File: src/rtl/trans_sweep_pkg.sv
package trans_sweep_pkg;

  // Position of the walk inside its construction.
  typedef enum logic [1:0] {
    PH_CLIMB = 2'd0,  // ascending 0 .. top
    PH_HUB   = 2'd1,  // sitting on the hub vertex
    PH_AWAY  = 2'd2   // out on an excursion from the hub
  } walk_ph_e;

  // Run-level control state.
  typedef enum logic [1:0] {
    RUN_IDLE = 2'd0,
    RUN_BUSY = 2'd1,
    RUN_DONE = 2'd2
  } run_st_e;

endpackage

File: src/rtl/trans_sweep_step.sv
module trans_sweep_step
  import trans_sweep_pkg::*;
#(
  parameter int unsigned VEC_W = 4
) (
  input  walk_ph_e         ph_i,
  input  logic [VEC_W-1:0] cur_i,
  input  logic [VEC_W-1:0] hub_i,
  input  logic [VEC_W:0]   reach_i,
  output walk_ph_e         ph_o,
  output logic [VEC_W-1:0] cur_o,
  output logic [VEC_W-1:0] hub_o,
  output logic [VEC_W:0]   reach_o,
  output logic             end_o
);

  localparam int unsigned    NV      = 1 << VEC_W;
  localparam logic [VEC_W-1:0] TOPV  = VEC_W'(NV - 1);
  localparam logic [VEC_W-1:0] BELOW = VEC_W'(NV - 2);
  localparam logic [VEC_W:0]   LIMIT = (VEC_W+1)'(NV);

  // Successor of the walk state; end_o marks a state with no unused edge.
  always_comb begin
    ph_o    = ph_i;
    cur_o   = cur_i;
    hub_o   = hub_i;
    reach_o = reach_i;
    end_o   = 1'b0;
    unique case (ph_i)
      PH_CLIMB: begin
        if (cur_i != TOPV) begin
          cur_o = cur_i + VEC_W'(1);
        end else begin
          // step down onto the first hub; it has no excursion targets
          cur_o   = BELOW;
          hub_o   = BELOW;
          reach_o = LIMIT;
          ph_o    = PH_HUB;
        end
      end
      PH_HUB: begin
        if (reach_i < LIMIT) begin
          cur_o = reach_i[VEC_W-1:0];
          ph_o  = PH_AWAY;
        end else if (hub_i == '0) begin
          end_o = 1'b1;
        end else begin
          // move to the next hub below; its excursions start two above it
          cur_o   = hub_i - VEC_W'(1);
          hub_o   = hub_i - VEC_W'(1);
          reach_o = {1'b0, hub_i} + (VEC_W+1)'(1);
          ph_o    = PH_HUB;
        end
      end
      PH_AWAY: begin
        cur_o   = hub_i;
        reach_o = reach_i + (VEC_W+1)'(1);
        ph_o    = PH_HUB;
      end
      default: begin
        end_o = 1'b1;
      end
    endcase
  end

endmodule

File: src/rtl/trans_sweep_ctr.sv
module trans_sweep_ctr #(
  parameter int unsigned     CNT_W = 8,
  parameter logic [CNT_W-1:0] TOTAL = CNT_W'(12)
) (
  input  logic             clk,
  input  logic             rst,
  input  logic             clear_i,
  input  logic             step_i,
  output logic [CNT_W-1:0] count_o,
  output logic             last_o
);

  logic [CNT_W-1:0] count_q;

  always_ff @(posedge clk) begin
    if (rst || clear_i) begin
      count_q <= '0;
    end else if (step_i) begin
      count_q <= count_q + CNT_W'(1);
    end
  end

  assign count_o = count_q;
  assign last_o  = (count_q == TOTAL - CNT_W'(1));

  // the frame count never runs past one full walk
  a_r5_no_overflow: assert property (@(posedge clk) disable iff (rst)
    step_i |-> (count_q < TOTAL));

endmodule

File: src/rtl/trans_sweep.sv
module trans_sweep
  import trans_sweep_pkg::*;
#(
  parameter int unsigned VEC_W = 4
) (
  input  logic             clk,
  input  logic             rst,
  input  logic             start,
  input  logic             advance,
  output logic             frame_valid,
  output logic [VEC_W-1:0] vec_cur,
  output logic [VEC_W-1:0] vec_prev,
  output logic             done
);

  localparam int unsigned      NV    = 1 << VEC_W;
  localparam int unsigned      CNT_W = 2 * VEC_W;
  localparam logic [CNT_W-1:0] TOTAL = CNT_W'(longint'(NV) * longint'(NV - 1));

  run_st_e          run_q;
  walk_ph_e         ph_q;
  logic [VEC_W-1:0] cur_q, prev_q, hub_q;
  logic [VEC_W:0]   reach_q;

  walk_ph_e         ph_n;
  logic [VEC_W-1:0] cur_n, hub_n;
  logic [VEC_W:0]   reach_n;
  logic             walk_end;

  logic             take, launch, last_frame;
  logic [CNT_W-1:0] frame_cnt;

  trans_sweep_step #(.VEC_W(VEC_W)) u_step (
    .ph_i   (ph_q),
    .cur_i  (cur_q),
    .hub_i  (hub_q),
    .reach_i(reach_q),
    .ph_o   (ph_n),
    .cur_o  (cur_n),
    .hub_o  (hub_n),
    .reach_o(reach_n),
    .end_o  (walk_end)
  );

  trans_sweep_ctr #(.CNT_W(CNT_W), .TOTAL(TOTAL)) u_ctr (
    .clk    (clk),
    .rst    (rst),
    .clear_i(launch),
    .step_i (take),
    .count_o(frame_cnt),
    .last_o (last_frame)
  );

  assign frame_valid = (run_q == RUN_BUSY);
  assign done        = (run_q == RUN_DONE);
  assign take        = frame_valid && advance;
  assign launch      = start && (run_q != RUN_BUSY);
  assign vec_cur     = cur_q;
  assign vec_prev    = prev_q;

  always_ff @(posedge clk) begin
    if (rst) begin
      run_q   <= RUN_IDLE;
      ph_q    <= PH_CLIMB;
      cur_q   <= '0;
      prev_q  <= '0;
      hub_q   <= '0;
      reach_q <= '0;
    end else begin
      unique case (run_q)
        RUN_IDLE, RUN_DONE: begin
          if (start) begin
            run_q   <= RUN_BUSY;
            ph_q    <= PH_CLIMB;
            prev_q  <= '0;
            cur_q   <= VEC_W'(1);
            hub_q   <= '0;
            reach_q <= '0;
          end
        end
        RUN_BUSY: begin
          if (take) begin
            if (last_frame) begin
              run_q <= RUN_DONE;
            end else begin
              prev_q  <= cur_q;
              cur_q   <= cur_n;
              ph_q    <= ph_n;
              hub_q   <= hub_n;
              reach_q <= reach_n;
            end
          end
        end
        default: run_q <= RUN_IDLE;
      endcase
    end
  end

  // nothing offered and nothing finished straight out of reset
  a_r1_reset_quiet: assert property (@(posedge clk)
    rst |=> (!frame_valid && !done && vec_cur == '0 && vec_prev == '0));

  // a launch presents the opening pair 0 -> 1
  a_r2_first_pair: assert property (@(posedge clk) disable iff (rst)
    launch |=> (frame_valid && !done && vec_prev == '0 && vec_cur == VEC_W'(1)));

  // an offered frame is never a self transition
  a_r3_no_self: assert property (@(posedge clk) disable iff (rst)
    frame_valid |-> (vec_prev != vec_cur));

  // frames chain head to tail
  a_r4_chain: assert property (@(posedge clk) disable iff (rst)
    (take && !last_frame) |=> (frame_valid && vec_prev == $past(vec_cur)));

  // the frame counter and the walk agree on where the run ends
  a_r5_end_agree: assert property (@(posedge clk) disable iff (rst)
    frame_valid |-> (last_frame == walk_end));

  // a stalled frame is held
  a_r6_hold_on_stall: assert property (@(posedge clk) disable iff (rst)
    (frame_valid && !advance) |=> (frame_valid && $stable(vec_cur) && $stable(vec_prev)));

  // taking the last frame ends the run
  a_r7_finish: assert property (@(posedge clk) disable iff (rst)
    (take && last_frame) |=> (done && !frame_valid));

  // valid and done never overlap
  a_r7_exclusive: assert property (@(posedge clk) disable iff (rst)
    !(frame_valid && done));

endmodule

File: config.mk
export PLATFORM = sky130hd
export DESIGN_NAME = trans_sweep
export DESIGN_NICKNAME = d
export VERILOG_FILES = /design/src/rtl/trans_sweep_pkg.sv /design/src/rtl/trans_sweep_step.sv /design/src/rtl/trans_sweep_ctr.sv /design/src/rtl/trans_sweep.sv
export SDC_FILE = /design/constraint.sdc
export NUM_CORES = 1
export LEC_CHECK = 0
export ABC_AREA = 1
export BUFFER_PORTS_ARGS = -buffer_cell sky130_fd_sc_hd__buf_4
export CORE_MARGIN = 10
export CORE_UTILIZATION = 56
export DETAILED_ROUTE_END_ITERATION = 6
export PLACE_DENSITY = 0.71
export SLEW_MARGIN = 10
export SYNTH_ARGS = -nofsm -noshare
export SYNTH_HDL_FRONTEND = slang
export SYNTH_SLANG_ARGS = --single-unit
export TNS_END_PERCENT = 100
File: constraint.sdc
create_clock -name clk -period 2.39 [get_ports clk]
set_input_delay 0.717 -clock clk [delete_from_list [all_inputs] [get_ports clk]]
set_output_delay 0.717 -clock clk [all_outputs]
set_load 0.02 [all_outputs]
==> metrics.md, run 1 <==
| Metric | Value |
|---|---|
| Syn Nets | `315` |
| R2R depth | `9` |
| Gr ovfl total | `0` |
| Reg area | `slightly below 600 µm²` |
| Cell Area, Synth | `1830 µm²` |
| Starting Density | `0.591` |
| Startpoint Class | `flip-flop` |
| Max-cap viol count | `0` |
| Core area | `between 3000 and 4000 µm²` |
| Hpwl dp | `about 3.2 mm` |
| Fraction of final layout cells sized beyond drive strength 1 | `0.0849` |
| DR WL/cell | `about 12 µm` |
| Post-route cell area | `about 2000 µm²` |
| Worst Hold Class | `reg -> reg` |
| Final period utilization | `0.909` |
| Setup CP Type | `reg -> out` |
| Synth area leader | `dfxtp_1` |
| Clock period minus worst slack | `2170 ps` |
| Sink Count | `29` |
| Die Width | `between 70 and 80 µm` |
| Slew Limit Fails | `0` |
| WHS Path Cells | `2` |
| TNS Setup | `0 ps` |
| Pwr per Cell Area | `between 600 and 700 nW/µm²` |
| Post-place instance area | `1960 µm²` |
| Area of the multi-input gates | `1080 µm²` |
| Outcome | `finished, final reports clean` |
| Required @ worst endpoint | `1670 ps` |
| Actual slew at the worst max-slew pin | `627 ps` |
| Area grow syn2layout | `9.90%` |
| Cells after Synth | `~300` |
| WP data arrival | `around 1500 ps` |
| Netlist cell types | `23` |
| GP Congestion | `0.964` |
| RSZ-0062 raised after global routing | `false` |
| Initial DRC Count | `about 140` |
| Via count | `approximately 1,800` |
| Top post-synthesis cells by area | `dfxtp_1 (32%), nand2_1 (18%), nor2_1 (11%)` |
| Commonest cells after routing, fill and taps aside | `nand2_1 (90), nor2_1 (52), inv_1 (38)` |
| Vias in the first global route | `roughly 1,700` |
| Pre-Repair DR Iteration Count | `4` |
| R2R Path Start | `run_q[0]` |
| Worst R2R Setup Slack | `480 ps` |
| Clock Path Buffers | `2` |
| Antenna Nets Post-Route | `0` |
| DRC viols | `0` |
| Die Y | `77.2 µm` |
| Final Hold Viols | `0` |
| Initial antenna violation count | `0` |
| Overall routing resource usage | `0.150` |
| Post-synth top area share | `0.317` |
| Fmax | `roughly 460 MHz` |
| CTS Buf Count | `5` |
| Yosys warns | `0` |
| VDD IR max | `about 0.36 mV` |
| Clock transition at path regs | `~90 ps` |
| Largest net degree at the start of global routing | `18` |
| FILL cells | `~320` |
| Row cnt | `20` |
| Clock Skew | `roughly 4.4 ps` |
| P_leak | `0.933 nW` |
| Area of the die | `5960 µm²` |
| Nets | `330` |
| Register area share after synthesis | `0.317` |
| Commonest non-fill, non-tap cell in the layout | `nand2_1` |
| Post-CTS sizing | `0` |
| Crit-path max FO | `17` |
| Hold Path End | `vec_prev[3]` |
| Syn avg cell area | `a little over 6 µm²` |
| Crit. End Element | `output port` |
| Final setup violation count | `0` |
| Setup Fix Bufs, Post-CTS | `0` |
| Min-delay src | `vec_prev[3]` |
| N_diodes | `0` |
| Rel. slew slack | `0.577` |
| CTS tree | `yes` |
| Hold Slack | `between 400 and 500 ps` |
| First-pass GRT wire length | `roughly 7.5 mm` |
| Clk Latency, worst-skew pair | `330 ps` |
| # H-tree levels | `2` |
| Vias/cell | `just over 5` |
| CTS Root Cell | `clkbuf_4` |
| # hold bufs at CTS | `0` |
| Worst r2r dst | `ph_q[0]` |
| IO Port Bufs | `13` |
| Final WL | `about 4.3 mm` |
| Io pins | `14` |
| Seq cells post-synth | `29` |
-- flip-flops by register name (all words and copies together), names as in the netlist --
register       count
u_ctr.count_o      8
reach_q            5
hub_q              4
vec_cur            4
vec_prev           4
ph_q               2
run_q              2
-- cells in the mapped netlist --
cell type  number
nor2_2          2
nand2_1        90
clkbuf_1        3
a21oi_1        18
inv_2           1
o21a_1          2
ha_1            8
o21ai_0        16
o211ai_1        1
xor2_1          1
nand2_4         2
buf_4           2
nand2_2         1
a31oi_1         2
inv_1          38
or2_2           1
nand4_1         4
xnor2_1         1
dfxtp_1        29
nand3_1        23
nor2_4          1
nor3_1          5
nor2_1         52
-- metal layers --
metal	GRT usage	vias to the layer above	part of all wire
met5	0	-	0
met4	0.0438	0	0.011
met3	0.0420	7	0.063
met2	0.242	54	0.45
met1	0.188	800	0.48
li1	-	987	-
-- how the worst max path moves through the flow --
stage	startpoint	to	cells past startpoint	slack, ps
finish	run_q[0]	frame_valid	3	220
global route	run_q[0]	frame_valid	3	130
CTS	run_q[0]	frame_valid	3	220
detailed placement	run_q[0]	ph_q[0]	9	510
global placement	run_q[0]	ph_q[0]	9	540
floorplan	ph_q[0]	reach_q[4]	10	700
-- cell type report --
cell class                 instances  area share
inverter                          39      0.0727
sequential                        29       0.288
multi-input combinational        230       0.536
timing repair buffer              13      0.0484
tap                               44      0.0273
clock buffer                       7      0.0273
-- worst max-delay path, cell delays in order, from the launching register on --
cell and delay [ps]:
dfxtp_1 470, inv_2 80, nor2_4 340, buf_4 220
-- where the power goes --
group	internal (mW)	switching [mW]
Combinational	0.131	0.259
Sequential	0.518	0.0408
Clock	0.139	0.167
Total	0.788	0.467
-- cells by family after synthesis --
family	Yosys count	share of synthesized area
compound gates	39	0.112
fa+ha+maj	8	0.0546
buf+inv	44	0.0942
flops	29	0.317
simple gates	181	0.413
xor+xnor	2	0.00956
-- through the flow --
| step | setup WS (ps) | total power, mW | instances | utilization |
|---|---|---|---|---|
| after floorplan | 698 | 0.854 | 303 | - |
| after global placement | 539 | 0.949 | 355 | 0.631 |
| after detailed placement | 507 | 0.951 | 355 | 0.631 |
| after CTS | 217 | 1.25 | 362 | 0.649 |
| after global routing | 132 | 1.34 | 362 | 0.649 |
| final | 218 | 1.25 | 362 | 0.649 |
Power figures use the tool's default switching activity.
==> inputs of run 2 (changes only) <==
--- a/config.mk
+++ b/config.mk
@@ -10,9 +10,10 @@
 export CORE_MARGIN = 10
 export CORE_UTILIZATION = 56
 export DETAILED_ROUTE_END_ITERATION = 6
-export PLACE_DENSITY = 0.71
+export PLACE_DENSITY_LB_ADDON = 0.1
 export SLEW_MARGIN = 10
 export SYNTH_ARGS = -nofsm -noshare
 export SYNTH_HDL_FRONTEND = slang
+export SYNTH_HIERARCHICAL = 1
 export SYNTH_SLANG_ARGS = --single-unit
 export TNS_END_PERCENT = 100
==> run 2 against run 1 <==
Compared with the run above: clock skew grew 1.8 ps; core utilization is 0.28 points higher; setup slack better by 110 ps; critical path depth increased by 2; synthesized cell count grew 25%; die area increased by 16%; highest routed layer unchanged.
==> metrics.md, run 2 <==
| Metric | Value |
|---|---|
| Overall routing resource usage | `0.164 (+0.0144)` |
| Area grow syn2layout | `9.65%` |
| Final Hold Viols | `0 (unchanged)` |
| Syn avg cell area | `5.93 µm² (-1.9%)` |
| Actual slew at the worst max-slew pin | `587 ps (-40.6 ps)` |
| # hold bufs at CTS | `0 (unchanged)` |
| IO Port Bufs | `13 (unchanged)` |
| Net Switching | `0.502 mW (+7.5%)` |
| Seq pwr share | `0.411 (-0.035)` |
| Post-place instance area | `2370 µm² (+21%)` |
| Starting Density | `0.595 (+0.00383)` |
| Crit path cell chain | `inv_1 > buf_4 > nand2_1 > inv_1 > buf_4` |
| GP Congestion | `0.960 (-0.43%)` |
| Register area share after synthesis | `0.259 (-0.0578)` |
| Post-synth top area share | `0.259 (-0.0578)` |
| EDFF count, synth | `0 (unchanged)` |
| DRC viols | `0 (unchanged)` |
| Via count | `2,368 (+28%)` |
| Nets | `402 (+22%)` |
| Ys flop type | `dfxtp_1` |
| # H-tree levels | `2 (unchanged)` |
| Pwr per Cell Area | `571 nW/µm² (-8.3%)` |
| Top post-synthesis cells by area | `dfxtp_1 (26%), nand2_1 (18%), inv_1 (10%)` |
| Synth area leader | `dfxtp_1` |
| Clk Latency, worst-skew pair | `280 ps (-50 ps)` |
| Initial antenna violation count | `0 (unchanged)` |
| Top cells by count, synth | `nand2_1 (109), inv_1 (62), nor2_1 (41)` |
| Clock period minus worst slack | `2060 ps (-108 ps)` |
| Pre-Repair DR Iteration Count | `5 (+1)` |
| CTS tree | `yes` |
| Cell Area, Synth | `2240 µm² (+22%)` |
| Commonest non-fill, non-tap cell in the layout | `nand2_1` |
| Core area | `3770 µm² (+22%)` |
| Die Y | `83.3 µm (+7.9%)` |
| R2R depth | `12 (+3)` |
| Clock transition at path regs | `60 ps (-30 ps)` |
| Seq cells post-synth | `29 (unchanged)` |
| Worst r2r dst | `reach_q[1]` |
| Final period utilization | `0.864 (-0.0450)` |
| Post-route cell area | `2460 µm² (+22%)` |
| N_diodes | `0 (unchanged)` |
| Antenna Nets Post-Route | `0 (unchanged)` |
| Crit. End Element | `output port` |
| Commonest cells after routing, fill and taps aside | `nand2_1 (109), inv_1 (62), nor2_1 (41)` |
| Startpoint Class | `flip-flop` |
| Int Power | `0.902 mW (+15%)` |
| Crit-path max FO | `19 (+2)` |
| TNS Setup | `0 ps (unchanged)` |
| Required @ worst endpoint | `1670 ps (about the same)` |
| Gate power share | `0.300 (-0.010)` |
| VDD IR max | `0.492 mV (+37%)` |
| Area of the die | `6930 µm² (+16%)` |
| Rel. slew slack | `0.608 (+0.0310)` |
| RSZ-0062 raised after global routing | `false` |
| CTS Root Cell | `clkbuf_8` |
| Cells after Synth | `378 (+25%)` |
| Clk pwr share | `0.288 (+0.044)` |
| First-pass GRT wire length | `9.85 mm (+31%)` |
| Initial DRC Count | `251 (+78%)` |
| Clock Path Buffers | `2 (unchanged)` |
| DR WL/cell | `12.9 µm (+8.3%)` |
| Syn Nets | `387 (+23%)` |
| Fmax | `484 MHz (+5.2%)` |
| Sink Count | `29 (unchanged)` |
| Largest net degree at the start of global routing | `23 (+5)` |
| CTS Buf Count | `5 (unchanged)` |
| Setup ws final | `325 ps (+108 ps)` |
| Final WL | `5.70 mm (+32%)` |
| Die Width | `83.3 µm (+7.9%)` |
| Row cnt | `22 (+10%)` |
| Sw Ratio | `0.357 (-0.0148)` |
| Max-cap viol count | `0 (unchanged)` |
| Worst Hold Class | `reg -> reg` |
| WP data arrival | `1350 ps (-110 ps)` |
| P_leak | `1.26 nW (+35%)` |
| Io pins | `14 (unchanged)` |
| Slew Limit Fails | `0 (unchanged)` |
| Worst R2R Setup Slack | `450 ps (-30 ps)` |
| Post-CTS sizing | `0 (unchanged)` |
| Top-count cell post-synth | `nand2_1` |
| Vias in the first global route | `2,142 (+26%)` |
| Gr ovfl total | `0 (unchanged)` |
| Setup CP Type | `reg -> out` |
| Setup Fix Bufs, Post-CTS | `0 (unchanged)` |
| Outcome | `finished, final reports clean` |
| Clock Skew | `6.23 ps (+1.78 ps)` |
| Netlist cell types | `31 (+35%)` |
| Fraction of final layout cells sized beyond drive strength 1 | `0.122 (+0.0372)` |
| Max reg flops | `8 (unchanged)` |
| Fraction of registers with async set or reset after synthesis | `0 (unchanged)` |
| R2R Path Start | `hub_q[0]` |
| Capture point of the worst path | `frame_valid` |
| Crit path max-delay cell type | `dfxtp_1` |
| Setup WS pre-CTS | `490 ps (-17.3 ps)` |
| Vias/cell | `5.37 (+5.2%)` |
| Worst setup path start | `run_q[1]` |
| Hpwl dp | `4.09 mm (+26%)` |
| Slowest cell delay on critical path | `330 ps (-140 ps)` |
| Yosys warns | `6 (+6)` |
| Final setup violation count | `0 (unchanged)` |
## run 2: cells by family after synthesis
kind of cell | share of synthesized area
compound gates | 0.0686
xor+xnor | 0.0156
fa+ha+maj | 0.0279
buf+inv | 0.151
flops | 0.259
simple gates | 0.478
## run 2: power by group through the flow
stage	Combinational, mW	Clock (mW)	Sequential, mW
6_report	0.422	0.405	0.577
5_1_grt	0.482	0.434	0.585
4_1_cts	0.419	0.415	0.577
3_5_place_dp	0.416	0	0.588
3_3_place_gp	0.412	0	0.587
2_1_floorplan	0.320	0	0.578
## run 2: layout make-up
cell class	count	area [µm²]
multi-input combinational	269	1320
tap	48	60.1
timing repair buffer	21	158
fill	334	1310
inverter	67	251
sequential	29	581
clock buffer	7	86.3
## run 2: routing by layer
metal | vias to the layer above | share of wire | track usage
li1 | 1217 | - | -
met2 | 89 | 0.46 | 0.260
met5 | - | 0 | 0
met1 | 1045 | 0.46 | 0.208
met4 | 0 | 0.026 | 0.0708
met3 | 17 | 0.050 | 0.0342
## run 2: critical path, delay by kind of cell (launching register included)
| family | cells | cell delay [ps] |
|---|---|---|
| AND/OR/NAND/NOR | 1 | 150 |
| buffers and inverters | 4 | 590 |
| flip-flops | 1 | 330 |
## run 2: how the worst min path moves through the flow
stage                          start                to  slack (ps)  depth (start not counted)
detailed placement  u_ctr/count_o[6]  u_ctr/count_o[6]         460                          2
floorplan           u_ctr/count_o[6]  u_ctr/count_o[6]         440                          2
global route        u_ctr/count_o[1]  u_ctr/count_o[1]         510                          2
finish              u_ctr/count_o[6]  u_ctr/count_o[6]         470                          2
CTS                 u_ctr/count_o[6]  u_ctr/count_o[6]         480                          2
global placement    u_ctr/count_o[6]  u_ctr/count_o[6]         450                          2
## run 2: metrics by stage
stage / total power [mW] / hold WS [ps] / std cells / utilization
3_5_place_dp: 1.00 / 462 / 434 / 0.629
2_1_floorplan: 0.899 / 437 / 378 / -
3_3_place_gp: 0.999 / 455 / 434 / 0.629
6_report: 1.40 / 473 / 441 / 0.652
5_1_grt: 1.50 / 506 / 441 / 0.652
4_1_cts: 1.41 / 478 / 441 / 0.652
==> inputs of run 3 (changes only) <==
==> constraint.sdc (replaced) <==
create_clock -name clk -period 2.44 [get_ports clk]
set_input_delay 0.732 -clock clk [delete_from_list [all_inputs] [get_ports clk]]
set_output_delay 0.732 -clock clk [all_outputs]
set_load 0.02 [all_outputs]
==> run 3 against run 2 <==
Compared with the run above: flip-flop and latch count did not move; clock-buffer cell count unchanged; non-clock buffer count is the same; die area unchanged.
==> metrics.md, run 3 (same netlist as run 2, synthesis figures left out) <==
| Metric | Value |
|---|---|
| Outcome | `finished, final reports clean` |
| Area grow syn2layout | `11.0%` |
| Initial antenna violation count | `0 (unchanged)` |
| Crit-path max FO | `18 (-1)` |
| Largest net degree at the start of global routing | `20 (-13%)` |
| Starting Density | `0.595 (unchanged)` |
| Required @ worst endpoint | `2660 ps (+990 ps)` |
| IO Port Bufs | `13 (unchanged)` |
| Overall routing resource usage | `0.165 (+0.000763)` |
| Final WL | `5.72 mm (+0.49%)` |
| Startpoint Class | `flip-flop` |
| Worst setup path start | `u_ctr/count_o[0]` |
| Actual slew at the worst max-slew pin | `754 ps (+167 ps)` |
| Clock period minus worst slack | `about 2000 ps` |
| Gr ovfl total | `0 (unchanged)` |
| Setup CP Type | `reg -> reg` |
| Clock Path Buffers | `2 (unchanged)` |
| # H-tree levels | `2 (unchanged)` |
| Fraction of final layout cells sized beyond drive strength 1 | `0.124 (+0.00223)` |
| Clock Skew | `3.73 ps (-2.50 ps)` |
| Die Y | `83.3 µm (unchanged)` |
| Min-delay src | `u_ctr/count_o[6]` |
| Setup Fix Bufs, Post-CTS | `0 (unchanged)` |
| P_leak | `1.27 nW (+1.3%)` |
| R2R Path Start | `u_ctr/count_o[0]` |
| CTS Root Cell | `clkbuf_8` |
| Worst r2r dst | `hub_q[2]` |
| Vias in the first global route | `2,217 (+3.5%)` |
| Core area | `3770 µm² (unchanged)` |
| CTS Buf Count | `5 (unchanged)` |
| Antenna Nets Post-Route | `0 (unchanged)` |
| Final Hold Viols | `0 (unchanged)` |
| Final core utilization | `0.660 (+0.00796)` |
| N_diodes | `0 (unchanged)` |
| Post-CTS sizing | `0 (unchanged)` |
| CTS tree | `yes` |
| Clock transition at path regs | `60 ps (about the same)` |
| WP data arrival | `2190 ps (+840 ps)` |
| Area of the die | `6930 µm² (unchanged)` |
| Initial DRC Count | `271 (+8.0%)` |
| Row cnt | `22 (unchanged)` |
| WHS Path Cells | `2 (unchanged)` |
| R2R depth | `9 (-3)` |
| Die Width | `83.3 µm (unchanged)` |
| Vias/cell | `5.37 (about the same)` |
| Pre-Repair DR Iteration Count | `5 (unchanged)` |
| First-pass GRT wire length | `9.93 mm (+0.84%)` |
| RSZ-0062 raised after global routing | `false` |
| GP Congestion | `0.913 (-4.9%)` |
| Commonest non-fill, non-tap cell in the layout | `nand2_1` |
| Max reg flops | `8 (unchanged)` |
| Final period utilization | `0.811` |
| VDD IR max | `0.431 mV (-12%)` |
| Sink Count | `29 (unchanged)` |
| DRC viols | `0 (unchanged)` |
| Worst R2R Setup Slack | `460 ps (about the same)` |
| TNS Setup | `0 ps (unchanged)` |
| Max-cap viol count | `0 (unchanged)` |
| Commonest cells after routing, fill and taps aside | `nand2_1 (109), inv_1 (62), nor2_1 (41)` |
| Slew Limit Fails | `0 (unchanged)` |
| Fmax | `roughly 510 MHz` |
| Clk Latency, worst-skew pair | `280 ps (about the same)` |
| Crit. End Element | `flip-flop` |
| Hpwl dp | `4.10 mm (+0.28%)` |
| Pwr per Cell Area | `602 nW/µm² (+5.4%)` |
| # hold bufs at CTS | `0 (unchanged)` |
| Io pins | `14 (unchanged)` |
| DR WL/cell | `13.0 µm (+0.26%)` |
| Rel. slew slack | `0.497 (-0.111)` |
| Via count | `2,373 (+0.21%)` |
| Worst Hold Class | `reg -> reg` |
| FILL cells | `352 (+5.4%)` |
| Nets | `402 (unchanged)` |
| Final setup violation count | `0 (unchanged)` |
| Hold Path End | `u_ctr/count_o[6]` |
## run 3: cell count changes in the layout (fill, tap and decap cells not counted)
cell       change
bufinv_16      +1
## run 3: worst max path at each step
stage	endpoint	slack, ps	depth (start not counted)
floorplan	done	690	4
global placement	hub_q[0]	490	9
detailed placement	vec_cur[0]	490	9
CTS	hub_q[2]	470	9
global route	hub_q[2]	240	9
finish	hub_q[2]	460	9
## run 3: layer usage
layer  global-route usage  wire length (µm)
met1                0.208              2540
met2                0.260              2690
met3               0.0381               365
met4               0.0692               123
met5                    0                 0
## run 3: area by class of cell
class,instances,area [µm²],share of cell area
repair buffers,21,158,0.0633
multi-input cells,269,1320,0.531
clock inverters,1,30.0,0.0121
well taps,48,60.1,0.0241
clock buffers,7,86.3,0.0347
inverters,67,251,0.101
flip-flops and latches,29,581,0.233
## run 3: worst max-delay path, cell delays in order (launching register included)
cell	delay (ps)
dfxtp_1	340
ha_1	250
nand3_1	100
nor4_1	60
o21ai_2	600
nand3_2	140
buf_4	220
nand2_1	70
inv_1	40
nor2_1	100
## run 3: through the flow
| step | hold WS [ps] | instance area (µm²) | setup slack [ps] | std cells | total power [mW] |
|---|---|---|---|---|---|
| 5_1_grt | 504 | 2490 | 244 | 442 | 1.59 |
| 2_1_floorplan | 437 | 2240 | 689 | 378 | 0.880 |
| 3_3_place_gp | 463 | 2370 | 494 | 434 | 0.981 |
| 4_1_cts | 476 | 2490 | 466 | 442 | 1.50 |
| 3_5_place_dp | 460 | 2370 | 487 | 434 | 0.986 |
| 6_report | 479 | 2490 | 461 | 442 | 1.50 |
## run 3: where the power goes
part	internal (mW)	leakage, nW	total [mW]	switching, mW
sequential	0.506	0.238	0.562	0.0555
combinational	0.156	0.976	0.422	0.266
clock	0.332	0.0585	0.513	0.181
